<file path="src/rtl/hwmul_pkg.sv">
`timescale 1ns/1ps
package hwmul_pkg;

  typedef enum logic [1:0] {
    OP_MUL_LO  = 2'b00,
    OP_MUL_HI  = 2'b01,
    OP_READ_HI = 2'b10,
    OP_NONE    = 2'b11
  } mul_op_e;

  function automatic logic op_is_multiply(input mul_op_e op);
    return (op == OP_MUL_LO) || (op == OP_MUL_HI);
  endfunction

endpackage

</file>
<file path="src/rtl/hwmul_stage_cell.sv">
`timescale 1ns/1ps
// One array stage: gate the multiplicand with one multiplier bit and add it
// to the incoming partial sum. KEEP_CARRY selects whether the carry out is kept.
module hwmul_stage_cell #(
  parameter int ADD_W      = 16,
  parameter int KEEP_CARRY = 1
) (
  input  logic [ADD_W-1:0]            mcand_i,
  input  logic                        mbit_i,
  input  logic [ADD_W-1:0]            addend_i,
  output logic [ADD_W+KEEP_CARRY-1:0] sum_o
);
  logic [ADD_W-1:0] gated;

  assign gated = mcand_i & {ADD_W{mbit_i}};

  if (KEEP_CARRY != 0) begin : g_carry
    assign sum_o = {1'b0, addend_i} + {1'b0, gated};
  end else begin : g_trunc
    assign sum_o = addend_i + gated;
  end
endmodule

</file>
<file path="src/rtl/hwmul_array.sv">
`timescale 1ns/1ps
// Combinational array of stage cells. FULL_PRODUCT=1 builds full-width stages
// and a 2W-bit product. FULL_PRODUCT=0 builds stages that narrow by one bit each
// and keeps only the low word.
module hwmul_array #(
  parameter int W            = 16,
  parameter int FULL_PRODUCT = 1
) (
  input  logic [W-1:0]   opnd_a_i,
  input  logic [W-1:0]   opnd_b_i,
  output logic [2*W-1:0] prod_o
);
  if (FULL_PRODUCT != 0) begin : g_full_arr
    logic [W-1:0] lo_bits;

    for (genvar k = 0; k < W; k++) begin : g_stg
      logic [W:0] acc;
      if (k == 0) begin : g_first
        assign acc = {1'b0, opnd_a_i & {W{opnd_b_i[0]}}};
      end else begin : g_next
        hwmul_stage_cell #(
          .ADD_W      (W),
          .KEEP_CARRY (1)
        ) cell_i (
          .mcand_i  (opnd_a_i),
          .mbit_i   (opnd_b_i[k]),
          .addend_i (g_stg[k-1].acc[W:1]),
          .sum_o    (acc)
        );
      end
      assign lo_bits[k] = acc[0];
    end

    assign prod_o = {g_stg[W-1].acc[W:1], lo_bits};

  end else begin : g_low_arr
    for (genvar k = 0; k < W; k++) begin : g_stg
      logic [W-1:0] run;
      if (k == 0) begin : g_first
        assign run = opnd_a_i & {W{opnd_b_i[0]}};
      end else begin : g_next
        localparam int NW = W - k;
        hwmul_stage_cell #(
          .ADD_W      (NW),
          .KEEP_CARRY (0)
        ) cell_i (
          .mcand_i  (opnd_a_i[NW-1:0]),
          .mbit_i   (opnd_b_i[k]),
          .addend_i (g_stg[k-1].run[W-1:k]),
          .sum_o    (run[W-1:k])
        );
        assign run[k-1:0] = g_stg[k-1].run[k-1:0];
      end
    end

    assign prod_o = {{W{1'b0}}, g_stg[W-1].run};
  end
endmodule

</file>
<file path="src/rtl/hwmul_hi_latch.sv">
`timescale 1ns/1ps
module hwmul_hi_latch #(
  parameter int W = 16
) (
  input  logic         clk_i,
  input  logic         rst_ni,
  input  logic         load_i,
  input  logic [W-1:0] d_i,
  output logic [W-1:0] q_o
);
  always_ff @(posedge clk_i or negedge rst_ni) begin
    if (!rst_ni) begin
      q_o <= '0;
    end else if (load_i) begin
      q_o <= d_i;
    end
  end
endmodule

</file>
<file path="src/rtl/hwmul_result_sel.sv">
`timescale 1ns/1ps
module hwmul_result_sel
  import hwmul_pkg::*;
#(
  parameter int W = 16
) (
  input  mul_op_e      op_i,
  input  logic [W-1:0] lo_i,
  input  logic [W-1:0] hi_i,
  input  logic [W-1:0] held_i,
  output logic [W-1:0] res_o
);
  always_comb begin
    unique case (op_i)
      OP_MUL_LO:  res_o = lo_i;
      OP_MUL_HI:  res_o = hi_i;
      OP_READ_HI: res_o = held_i;
      default:    res_o = '0;
    endcase
  end
endmodule

</file>
<file path="src/rtl/hwmul_unit.sv">
`timescale 1ns/1ps
module hwmul_unit
  import hwmul_pkg::*;
#(
  parameter int W            = 16,
  parameter int FULL_PRODUCT = 1
) (
  input  logic         clk_i,
  input  logic         rst_ni,
  input  logic [W-1:0] opnd_a_i,
  input  logic [W-1:0] opnd_b_i,
  input  logic [1:0]   op_sel_i,
  input  logic         wr_en_i,
  output logic [W-1:0] result_o
);
  mul_op_e        op;
  logic [2*W-1:0] prod_w;
  logic [W-1:0]   hi_q;
  logic           hi_load;

  assign op      = mul_op_e'(op_sel_i);
  assign hi_load = wr_en_i && op_is_multiply(op);

  hwmul_array #(
    .W            (W),
    .FULL_PRODUCT (FULL_PRODUCT)
  ) array_i (
    .opnd_a_i (opnd_a_i),
    .opnd_b_i (opnd_b_i),
    .prod_o   (prod_w)
  );

  hwmul_hi_latch #(
    .W (W)
  ) hi_latch_i (
    .clk_i  (clk_i),
    .rst_ni (rst_ni),
    .load_i (hi_load),
    .d_i    (prod_w[2*W-1:W]),
    .q_o    (hi_q)
  );

  hwmul_result_sel #(
    .W (W)
  ) sel_i (
    .op_i   (op),
    .lo_i   (prod_w[W-1:0]),
    .hi_i   (prod_w[2*W-1:W]),
    .held_i (hi_q),
    .res_o  (result_o)
  );
endmodule

</file>
<file path="config.mk">
export PLATFORM = sky130hd
export DESIGN_NAME = hwmul_unit
export DESIGN_NICKNAME = d
export VERILOG_FILES = /design/src/rtl/hwmul_pkg.sv /design/src/rtl/hwmul_stage_cell.sv /design/src/rtl/hwmul_array.sv /design/src/rtl/hwmul_hi_latch.sv /design/src/rtl/hwmul_result_sel.sv /design/src/rtl/hwmul_unit.sv
export SDC_FILE = /design/constraint.sdc
export NUM_CORES = 1
export LEC_CHECK = 0
export BUFFER_PORTS_ARGS = -buffer_cell sky130_fd_sc_hd__buf_2
export CORE_MARGIN = 5
export CORE_UTILIZATION = 60
export DETAILED_ROUTE_END_ITERATION = 16
export PLACE_DENSITY = 0.81
export SLEW_MARGIN = 10
export SYNTH_ARGS = -nofsm -noshare
export SYNTH_HDL_FRONTEND = slang
export SYNTH_SLANG_ARGS = --single-unit
</file>
<file path="constraint.sdc">
create_clock -name clk_i -period 26.1 [get_ports clk_i]
set_input_delay 5.22 -clock clk_i [delete_from_list [all_inputs] [get_ports clk_i]]
set_output_delay 5.22 -clock clk_i [all_outputs]
set_load 0.01 [all_outputs]
</file>
==> results.sh, run 1 <==
export IMPL_status="aborted with a tool error"
export IMPL_lastStage="global routing (5_1_grt)"
export IMPL_toolErrorMsg="[ERROR GRT-0232] Routing congestion too high. Check the congestion heatmap in the GUI."
export IMPL_synth_nets=2076
export IMPL_ys_types=62
export IMPL_ys_seq_elements=16
export IMPL_cts_sinks=16
export IMPL_gp_congestion=0.961
export IMPL_numCtsBuffers=3
export IMPL_die_h_um=157
export IMPL_synth_enable_flop_cells=0
export IMPL_synth_warnings=0
export IMPL_numPortBuffers=52
export IMPL_synth_area_per_cell_um2=7.35
export IMPL_worst_ep_kind="top-level output"
export IMPL_grt_worst_setup_endpoint="result_o[15]"
export IMPL_place_ws_ns=-1.10
export IMPL_cts_root_buf="clkbuf_16"
export IMPL_die_w_um=157
export IMPL_grt_ovfl_total=3
export IMPL_start_util_pct=61.2
export IMPL_io_pins=53
export IMPL_synth_flop_cell="dfrtp_1"
export IMPL_postCtsHoldBufs=0
export IMPL_grt_max_degree=32
export IMPL_dp_final_hpwl_mm=33.5
export IMPL_synth_cells=1760
export IMPL_gr_usage_all_layers_pct=64.0
export IMPL_synth_seq_area_share_pct=3.09
export IMPL_syn_cell_area_um2=12900
export IMPL_cts_buffer_depth=2
export IMPL_ctsHtreeMaxLevel=1
export IMPL_async_flop_share_pct=100
export IMPL_place_area_um2=16400
export IMPL_placementRows=53
[cells in the mapped netlist (16+ instances only)]
cell      count  area share [%]
xnor2_1     143             9.7
o31a_1       20             1.4
a211oi_1     25             1.5
nor3_1       30             1.2
o21a_1       30             1.7
inv_1        86             2.5
o21ai_0     103             4.0
nand2_1     137             4.0
xor2_1       44             3.0
a21o_1       64             3.7
dfrtp_1      16             3.1
nor2_1      139             4.0
a21oi_1     122             4.7
and2_1      242              12
ha_1        264              26
nor2b_1      32             1.5
nand2b_1     20            0.97
clkbuf_1     39             1.1
[per-layer routing]
layer  global-route usage [%]  overflow
met1                     62.2         0
met2                     84.1         0
met3                     45.7         0
met4                     64.0         3
met5                     22.4         0
[per-stage QoR]
step / util, % / setup TNS [ns] / cells
after detailed placement: 77.3 / -5.29 / 2440
after floorplan: - / 0 / 1760
after CTS: 82.4 / 0 / 2486
after global placement: 77.3 / -2.04 / 2440
[logic make-up after synthesis]
family | Yosys count | synth area share, %
compound gates | 497 | 26.3
buf+inv | 126 | 3.66
simple gates | 639 | 25.2
flops | 16 | 3.09
xor+xnor | 187 | 12.7
mux | 16 | 1.25
fa+ha+maj | 279 | 27.8
[what timing repair did]
action / in CTS
endpoints found under the setup margin: 7
resized for setup: 141
buffers inserted: 43
pin swaps: 154
==> inputs of run 2 (changes only) <==
--- a/config.mk
+++ b/config.mk
@@ -7,9 +7,9 @@
 export LEC_CHECK = 0
 export BUFFER_PORTS_ARGS = -buffer_cell sky130_fd_sc_hd__buf_2
 export CORE_MARGIN = 5
-export CORE_UTILIZATION = 60
+export CORE_UTILIZATION = 40
 export DETAILED_ROUTE_END_ITERATION = 16
-export PLACE_DENSITY = 0.81
+export PLACE_DENSITY_LB_ADDON = 0.15
 export SLEW_MARGIN = 10
 export SYNTH_ARGS = -nofsm -noshare
 export SYNTH_HDL_FRONTEND = slang
==> constraint.sdc (replaced) <==
create_clock -name clk_i -period 33.9 [get_ports clk_i]
set_input_delay 6.78 -clock clk_i [delete_from_list [all_inputs] [get_ports clk_i]]
set_output_delay 6.78 -clock clk_i [all_outputs]
set_load 0.01 [all_outputs]
==> results.sh, run 2 <==
export IMPL_status="finished, final reports clean"
export IMPL_required_ns=27.12
export IMPL_grt_max_degree=32
export IMPL_final_period_utilization_pct=92.5
export IMPL_drv_cap=0
export IMPL_clk_pin_slew_worst_paths_ns=0.05
export IMPL_grt_ovfl_total=0
export IMPL_ctsHtreeMaxLevel=1
export IMPL_die_h_um=190
export IMPL_synth_cells=1760
export IMPL_cts_root_buf="clkbuf_16"
export IMPL_setup_viol=0
export IMPL_critPathBufInv=3
export IMPL_fill_cells=3334
export IMPL_top_regs="hi_latch_i.q_o (16)"
export IMPL_fin_setup_tns_ns=0
export IMPL_cts_sinks=16
export IMPL_critical_path_top_delay_family="compound AO/OA/AOI/OAI gates"
export IMPL_hold_violations=0
export IMPL_core_area_um2=31700
export IMPL_die_w_um=190
export IMPL_r2r_start="hi_latch_i.q_o[13]$_DFFE_PN0P_"
export IMPL_tritoncts="yes"
export IMPL_drc_errors=0
export IMPL_final_cell_mix="264 x ha_1, 242 x and2_1, 143 x xnor2_1"
export IMPL_placementRows=65
export IMPL_min_from="hi_latch_i.q_o[10]$_DFFE_PN0P_"
export IMPL_rsz0062_at_grt="false"
export IMPL_nets=2093
export IMPL_instances_no_fill=2179
export IMPL_wl_mm=35.9
export IMPL_io_pins=53
export IMPL_dr_pass1_iters=5
export IMPL_syn_cell_area_um2=12900
export IMPL_numPortBuffers=52
export IMPL_yosysMostFrequentCell="ha_1"
export IMPL_die_area_um2=36100
export IMPL_start_util_pct=40.8
export IMPL_vias_per_cell=5.54
export IMPL_async_flop_share_pct=100
export IMPL_gp_congestion=0.849
export IMPL_placed_cells=2174
export IMPL_synth_area_leaders="ha_1 26%, and2_1 12%, xnor2_1 9.7%, a21oi_1 4.7%, nor2_1 4.0%"
export IMPL_drtIter0Drc=570
export IMPL_critPathMostFrequentCell="ha_1"
export IMPL_critical_path_max_stage_delay_ns=0.51
export IMPL_tightest_slew_ns=0.969
export IMPL_grt_pass1_wl_mm=58.3
export IMPL_synth_enable_flop_cells=0
export IMPL_ys_top_cells_by_count="264 x ha_1, 242 x and2_1, 143 x xnor2_1"
export IMPL_drive_above_1_share_pct=5.18
export IMPL_final_antenna_net_count=0
export IMPL_yosysTopAreaCell="ha_1"
export IMPL_grt_pass1_vias=11600
export IMPL_layout_commonest_cell="ha_1"
export IMPL_critPathArrivalTime_ns=24.58
export IMPL_synth_area_per_cell_um2=7.35
export IMPL_drv_slew=0
export IMPL_numCtsBuffers=3
export IMPL_cp_start_kind="input pin"
export IMPL_r2r_cells=1
export IMPL_synth_nets=2076
export IMPL_skew_ns=0
export IMPL_path_class="input pin to output port"
export IMPL_postCtsSetupBuffers=0
export IMPL_syn_to_final_growth_pct=5.43
export IMPL_ctsResizeCount=0
export IMPL_synth_warnings=0
export IMPL_postCtsHoldBufs=0
export IMPL_worstSetupStartpoint="opnd_a_i[1]"
export IMPL_cp_slowest_cell="or4_1"
export IMPL_clk_latency_ns=0.26
export IMPL_via_count=12100
export IMPL_fmax_mhz=31.9
export IMPL_crit_fanout=16
export IMPL_wl_per_cell_um=16.5
export IMPL_maxSlewHeadroom_pct=35.2
export IMPL_finalCriticalPeriod_ns=31.36
export IMPL_ys_seq_elements=16
export IMPL_synth_flop_cell="dfrtp_1"
export IMPL_ys_types=62
export IMPL_seq_area_um2=400
export IMPL_top_register="hi_latch_i.q_o"
export IMPL_multiInputGateArea_um2=12100
export IMPL_worstSetupPathDepth=87
export IMPL_synth_seq_area_share_pct=3.09
export IMPL_dp_final_hpwl_mm=28.6
export IMPL_grt_antenna_before_repair=4
export IMPL_min_path_cells=2
export IMPL_cp_end_kind="output port"
export IMPL_hold_class="register to register"
export IMPL_synth_top_area_share_pct=25.5
export IMPL_cts_buffer_depth=2
export IMPL_largest_reg_flops=16
export IMPL_hold_worst_slack_ns=0.480
export IMPL_gr_usage_all_layers_pct=19.4
==> run 2: cell counts after synthesis <==
Identical to the previous run, type by type.
==> run 2: cell families after synthesis <==
| logic type | count (synthesis) | synth area share, % |
|---|---|---|
| buffers and inverters | 126 | 3.66 |
| AO/OA/AOI/OAI | 497 | 26.3 |
| flip-flops | 16 | 3.09 |
| adder cells (fa/ha/maj) | 279 | 27.8 |
| multiplexers | 16 | 1.25 |
| AND/OR/NAND/NOR | 639 | 25.2 |
| XOR/XNOR | 187 | 12.7 |
==> run 2: cell type report <==
class / instances / area share (%)
antenna: 1 / 0.0183
clock buffer: 4 / 0.651
timing repair buffer: 52 / 1.91
tap: 402 / 3.69
multi-input combinational: 1618 / 88.4
inverter: 86 / 2.37
sequential: 16 / 2.93
==> run 2: per-stage QoR <==
stage / area, µm² / util (%) / setup WS (ns)
after floorplan: 12900 / - / 4.55
after detailed placement: 13600 / 42.7 / 2.66
after global routing: 13600 / 43.0 / 0.973
after global placement: 13600 / 42.7 / 3.13
after CTS: 13600 / 43.0 / 2.57
final: 13600 / 43.0 / 2.54
==> run 2: path summary, 6_finish.rpt <==
check,end,slack [ns]
setup / recovery,result_o[15],2.54
hold / removal,hi_latch_i.q_o[10]$_DFFE_PN0P_,0.48
setup reg to reg,hi_latch_i.q_o[13]$_DFFE_PN0P_,33.16
hold reg to reg,hi_latch_i.q_o[10]$_DFFE_PN0P_,0.48
max in group asynchronous,hi_latch_i.q_o[0]$_DFFE_PN0P_,27.15
min in group asynchronous,hi_latch_i.q_o[12]$_DFFE_PN0P_,6.45
==> run 2: routing by layer <==
layer	vias to the layer above	track usage, %	wire length (µm)
met2	187	31.9	15900
li1	6271	-	-
met3	34	1.96	1530
met4	0	2.81	512
met5	-	0	0
met1	5576	28.0	18000
Power of run 2 is not shown: default switching activity piles up to over one toggle a cycle in this logic, so the estimate is an artifact.
==> inputs of run 3 (changes only) <==
==> constraint.sdc (replaced) <==
create_clock -name clk_i -period 34.3 [get_ports clk_i]
set_input_delay 6.86 -clock clk_i [delete_from_list [all_inputs] [get_ports clk_i]]
set_output_delay 6.86 -clock clk_i [all_outputs]
set_load 0.01 [all_outputs]
==> results.sh, run 3 (synthesis results as in run 2) <==
export IMPL_status="finished, final reports clean"
export IMPL_grt_pass1_vias=11600
export IMPL_io_pins=53
export IMPL_final_core_util_pct=43.0
export IMPL_cp_slowest_cell="or4_1"
export IMPL_gp_congestion=0.849
export IMPL_grt_antenna_before_repair=2
export IMPL_cts_root_buf="clkbuf_16"
export IMPL_cts_sinks=16
export IMPL_drc_errors=0
export IMPL_ctsResizeCount=0
export IMPL_ctsHtreeMaxLevel=1
export IMPL_top_regs="hi_latch_i.q_o (16)"
export IMPL_via_count=12100
export IMPL_top_register="hi_latch_i.q_o"
export IMPL_nets=2093
export IMPL_numPortBuffers=52
export IMPL_maxSlewHeadroom_pct=36.7
export IMPL_die_w_um=190
export IMPL_tightest_slew_ns=0.947
export IMPL_crit_fanout=16
export IMPL_clk_pin_slew_worst_paths_ns=0.06
export IMPL_critical_path_max_stage_delay_ns=0.50
export IMPL_finalCriticalPeriod_ns=31.42
export IMPL_drv_slew=0
export IMPL_largest_reg_flops=16
export IMPL_cts_buffer_depth=2
export IMPL_final_cell_mix="264 x ha_1, 242 x and2_1, 143 x xnor2_1"
export IMPL_dr_pass1_iters=5
export IMPL_placementRows=65
export IMPL_postCtsHoldBufs=0
export IMPL_hold_class="register to register"
export IMPL_fill_cells=3369
export IMPL_final_antenna_net_count=0
export IMPL_tritoncts="yes"
export IMPL_grt_pass1_wl_mm=57.9
export IMPL_critPathArrivalTime_ns=24.56
export IMPL_drive_above_1_share_pct=5.18
export IMPL_skew_ns=0
export IMPL_setup_viol=0
export IMPL_cp_start_kind="input pin"
export IMPL_critPathMostFrequentCell="ha_1"
export IMPL_dp_final_hpwl_mm=28.5
export IMPL_syn_to_final_growth_pct=5.45
export IMPL_gr_usage_all_layers_pct=19.2
export IMPL_required_ns=27.44
export IMPL_drv_cap=0
export IMPL_hold_violations=0
export IMPL_wl_per_cell_um=16.4
export IMPL_rsz0062_at_grt="false"
export IMPL_numCtsBuffers=3
export IMPL_core_area_um2=31700
export IMPL_start_util_pct=40.8
export IMPL_grt_max_degree=32
export IMPL_wl_mm=35.7
export IMPL_vias_per_cell=5.54
export IMPL_grt_ovfl_total=0
export IMPL_cp_end_kind="output port"
export IMPL_path_class="input pin to output port"
export IMPL_die_h_um=190
export IMPL_final_period_utilization_pct=91.6
export IMPL_drtIter0Drc=528
export IMPL_fin_setup_tns_ns=0
export IMPL_clk_latency_ns=0.26
export IMPL_die_area_um2=36100
export IMPL_fmax_mhz=31.8
export IMPL_layout_commonest_cell="ha_1"
export IMPL_postCtsSetupBuffers=0
-- run 3: cell count changes in the layout (fill, tap and decap cells not counted), sizes merged --
cell,change
diode,+1
-- run 3: worst max-delay path, delay by kind of cell --
family / cells / cell delay, ns
buf+inv: 3 / 0.58
compound gates: 27 / 5.67
fa+ha+maj: 16 / 5.44
simple gates: 28 / 4.32
xor+xnor: 13 / 1.68
-- run 3: final timing paths --
| check | start | to | slack, ns | cells past startpoint |
|---|---|---|---|---|
| max | opnd_a_i[1] | result_o[15] | 2.88 | 87 |
| min | hi_latch_i.q_o[11]$_DFFE_PN0P_ | hi_latch_i.q_o[11]$_DFFE_PN0P_ | 0.48 | 2 |
| max reg2reg | hi_latch_i.q_o[13]$_DFFE_PN0P_ | hi_latch_i.q_o[13]$_DFFE_PN0P_ | 33.56 | 1 |
| min reg2reg | hi_latch_i.q_o[11]$_DFFE_PN0P_ | hi_latch_i.q_o[11]$_DFFE_PN0P_ | 0.48 | 2 |
| max in group asynchronous | rst_ni | hi_latch_i.q_o[1]$_DFFE_PN0P_ | 27.46 | 1 |
| min in group asynchronous | rst_ni | hi_latch_i.q_o[12]$_DFFE_PN0P_ | 6.53 | 1 |
-- run 3: per-layer routing --
layer  share of wire (%)  up-vias  GRT usage [%]  wire length [µm]
met5                   0        -              0                 0
met4                 1.5        0           2.73               526
met3                 5.0       31           2.68              1780
met2                  44      194           31.6             15800
met1                  49     5575           27.5             17600
li1                    -     6279              -                 -
-- run 3: through the flow --
stage	instances	hold WS (ns)	setup slack (ns)	instance area, µm²
3_3_place_gp	2174	0.462	3.37	13600
4_1_cts	2178	0.483	2.87	13600
6_report	2180	0.477	2.88	13600
3_5_place_dp	2174	0.470	2.99	13600
5_1_grt	2178	0.502	1.36	13600
2_1_floorplan	1760	0.450	4.79	12900
-- run 3: final cells by class --
class / instances / area [µm²] / share of cell area, %
clock buffers: 4 / 88.8 / 0.651
multi-input cells: 1618 / 12100 / 88.4
well taps: 402 / 503 / 3.69
flip-flops and latches: 16 / 400 / 2.93
repair buffers: 52 / 260 / 1.91
inverters: 86 / 323 / 2.37
diodes: 2 / 5.00 / 0.0367
Power of run 3 is left out for the same reason.
==> inputs of run 4 (changes only) <==
--- a/config.mk
+++ b/config.mk
@@ -6,7 +6,7 @@
 export NUM_CORES = 1
 export LEC_CHECK = 0
 export BUFFER_PORTS_ARGS = -buffer_cell sky130_fd_sc_hd__buf_2
-export CORE_MARGIN = 5
+export CORE_MARGIN = 2
 export CORE_UTILIZATION = 40
 export DETAILED_ROUTE_END_ITERATION = 16
 export PLACE_DENSITY_LB_ADDON = 0.15
==> results.sh, run 4 (synthesis results as in run 2) <==
export IMPL_status="finished, final reports clean"
export IMPL_ctsHtreeMaxLevel=1
export IMPL_gr_usage_all_layers_pct=21.1
export IMPL_grt_ovfl_total=0
export IMPL_worstSetupStartpoint="opnd_a_i[1]"
export IMPL_postCtsSetupBuffers=0
export IMPL_maxSlewHeadroom_pct=37.3
export IMPL_worstSetupPathDepth=87
export IMPL_dr_pass1_iters=6
export IMPL_vias_per_cell=5.54
export IMPL_cts_root_buf="clkbuf_16"
export IMPL_tritoncts="yes"
export IMPL_hold_class="register to register"
export IMPL_ctsResizeCount=0
export IMPL_top_regs="hi_latch_i.q_o (16)"
export IMPL_tightest_slew_ns=0.938
export IMPL_wl_mm=35.1
export IMPL_fmax_mhz=31.9
export IMPL_drive_above_1_share_pct=5.18
export IMPL_critical_path_top_delay_family="compound AO/OA/AOI/OAI gates"
export IMPL_via_count=12100
export IMPL_final_cell_mix="264 x ha_1, 242 x and2_1, 143 x xnor2_1"
export IMPL_wl_per_cell_um=16.1
export IMPL_drv_slew=0
export IMPL_fin_setup_tns_ns=0
export IMPL_cts_sinks=16
export IMPL_fin_ws_ns=2.92
export IMPL_placed_cells=2174
export IMPL_io_pins=53
export IMPL_drtIter0Drc=481
export IMPL_critPathArrivalTime_ns=24.52
export IMPL_drv_cap=0
export IMPL_start_util_pct=40.8
export IMPL_cp_start_kind="input pin"
export IMPL_nets=2093
export IMPL_place_ws_ns=3.05
export IMPL_instances_no_fill=2180
export IMPL_placementRows=65
export IMPL_syn_to_final_growth_pct=5.45
export IMPL_numCtsBuffers=3
export IMPL_grt_pass1_wl_mm=58.0
export IMPL_critPathBufInv=3
export IMPL_grt_pass1_vias=11600
export IMPL_hold_violations=0
export IMPL_top_register="hi_latch_i.q_o"
export IMPL_layout_commonest_cell="ha_1"
export IMPL_critPathMostFrequentCell="ha_1"
export IMPL_gp_congestion=0.912
export IMPL_largest_reg_flops=16
export IMPL_core_area_um2=31700
export IMPL_path_class="input pin to output port"
export IMPL_die_h_um=184
export IMPL_die_area_um2=33800
export IMPL_grt_max_degree=32
export IMPL_drc_errors=0
export IMPL_dp_final_hpwl_mm=28.2
export IMPL_final_period_utilization_pct=91.5
export IMPL_finalCriticalPeriod_ns=31.38
export IMPL_cp_endpoint="result_o[15]"
export IMPL_r2r_cells=1
export IMPL_cp_slowest_cell="or4_1"
export IMPL_skew_ns=0
export IMPL_clk_latency_ns=0.25
export IMPL_r2r_start="hi_latch_i.q_o[13]$_DFFE_PN0P_"
export IMPL_final_antenna_net_count=0
export IMPL_critical_path_max_stage_delay_ns=0.50
export IMPL_postCtsHoldBufs=0
export IMPL_numPortBuffers=52
export IMPL_rsz0062_at_grt="false"
export IMPL_clk_pin_slew_worst_paths_ns=0.05
export IMPL_rr_endpoint="hi_latch_i.q_o[13]$_DFFE_PN0P_"
export IMPL_crit_fanout=16
export IMPL_final_area_um2=13600
export IMPL_die_w_um=184
export IMPL_place_area_um2=13600
export IMPL_cts_buffer_depth=2
export IMPL_grt_antenna_before_repair=1
export IMPL_reg2reg_slack_ns=33.55
export IMPL_setup_viol=0
export IMPL_cp_end_kind="output port"
export IMPL_required_ns=27.44
-- run 4: cell counts in the layout (fill, tap and decap cells not counted) --
No cell type changed its count.
-- run 4: tightest hold or removal path: cells and delay by family, from the launching register on --
kind,cells,cell delay (ns)
flip-flops,1,0.34
AO/OA/AOI/OAI,1,0.06
AND/OR/NAND/NOR,1,0.05
-- run 4: stage by stage --
stage / hold slack, ns / util [%]
floorplan: 0.450 / -
global placement: 0.461 / 42.7
detailed placement: 0.471 / 42.7
CTS: 0.483 / 43.0
finish: 0.482 / 43.0
global route: 0.509 / 43.0
-- run 4: cell type report --
class	count	area (µm²)
Clock buffer	4	88.8
Fill cell	3339	18100
Sequential cell	16	400
Antenna cell	2	5.00
Tap cell	402	503
Timing Repair Buffer	52	260
Inverter	86	323
Multi-Input combinational cell	1618	12100
-- run 4: per-layer routing --
layer	wire length (µm)	global-route usage, %	vias to the layer above	part of all wire, %
li1	-	-	6263	-
met1	18100	30.7	5608	51
met2	15500	35.0	176	44
met3	1320	1.56	24	3.8
met4	255	1.76	0	0.73
met5	0	0	-	0
-- run 4: worst min path at each step --
| stage | start | to | slack (ns) | depth (start not counted) |
|---|---|---|---|---|
| after floorplan | hi_latch_i.q_o[10]$_DFFE_PN0P_ | hi_latch_i.q_o[10]$_DFFE_PN0P_ | 0.45 | 2 |
| after CTS | hi_latch_i.q_o[8]$_DFFE_PN0P_ | hi_latch_i.q_o[8]$_DFFE_PN0P_ | 0.48 | 2 |
| after global placement | hi_latch_i.q_o[10]$_DFFE_PN0P_ | hi_latch_i.q_o[10]$_DFFE_PN0P_ | 0.46 | 2 |
| final | hi_latch_i.q_o[8]$_DFFE_PN0P_ | hi_latch_i.q_o[8]$_DFFE_PN0P_ | 0.48 | 2 |
| after global routing | hi_latch_i.q_o[4]$_DFFE_PN0P_ | hi_latch_i.q_o[4]$_DFFE_PN0P_ | 0.51 | 2 |
| after detailed placement | hi_latch_i.q_o[8]$_DFFE_PN0P_ | hi_latch_i.q_o[8]$_DFFE_PN0P_ | 0.47 | 2 |
Power of run 4 is left out for the same reason.
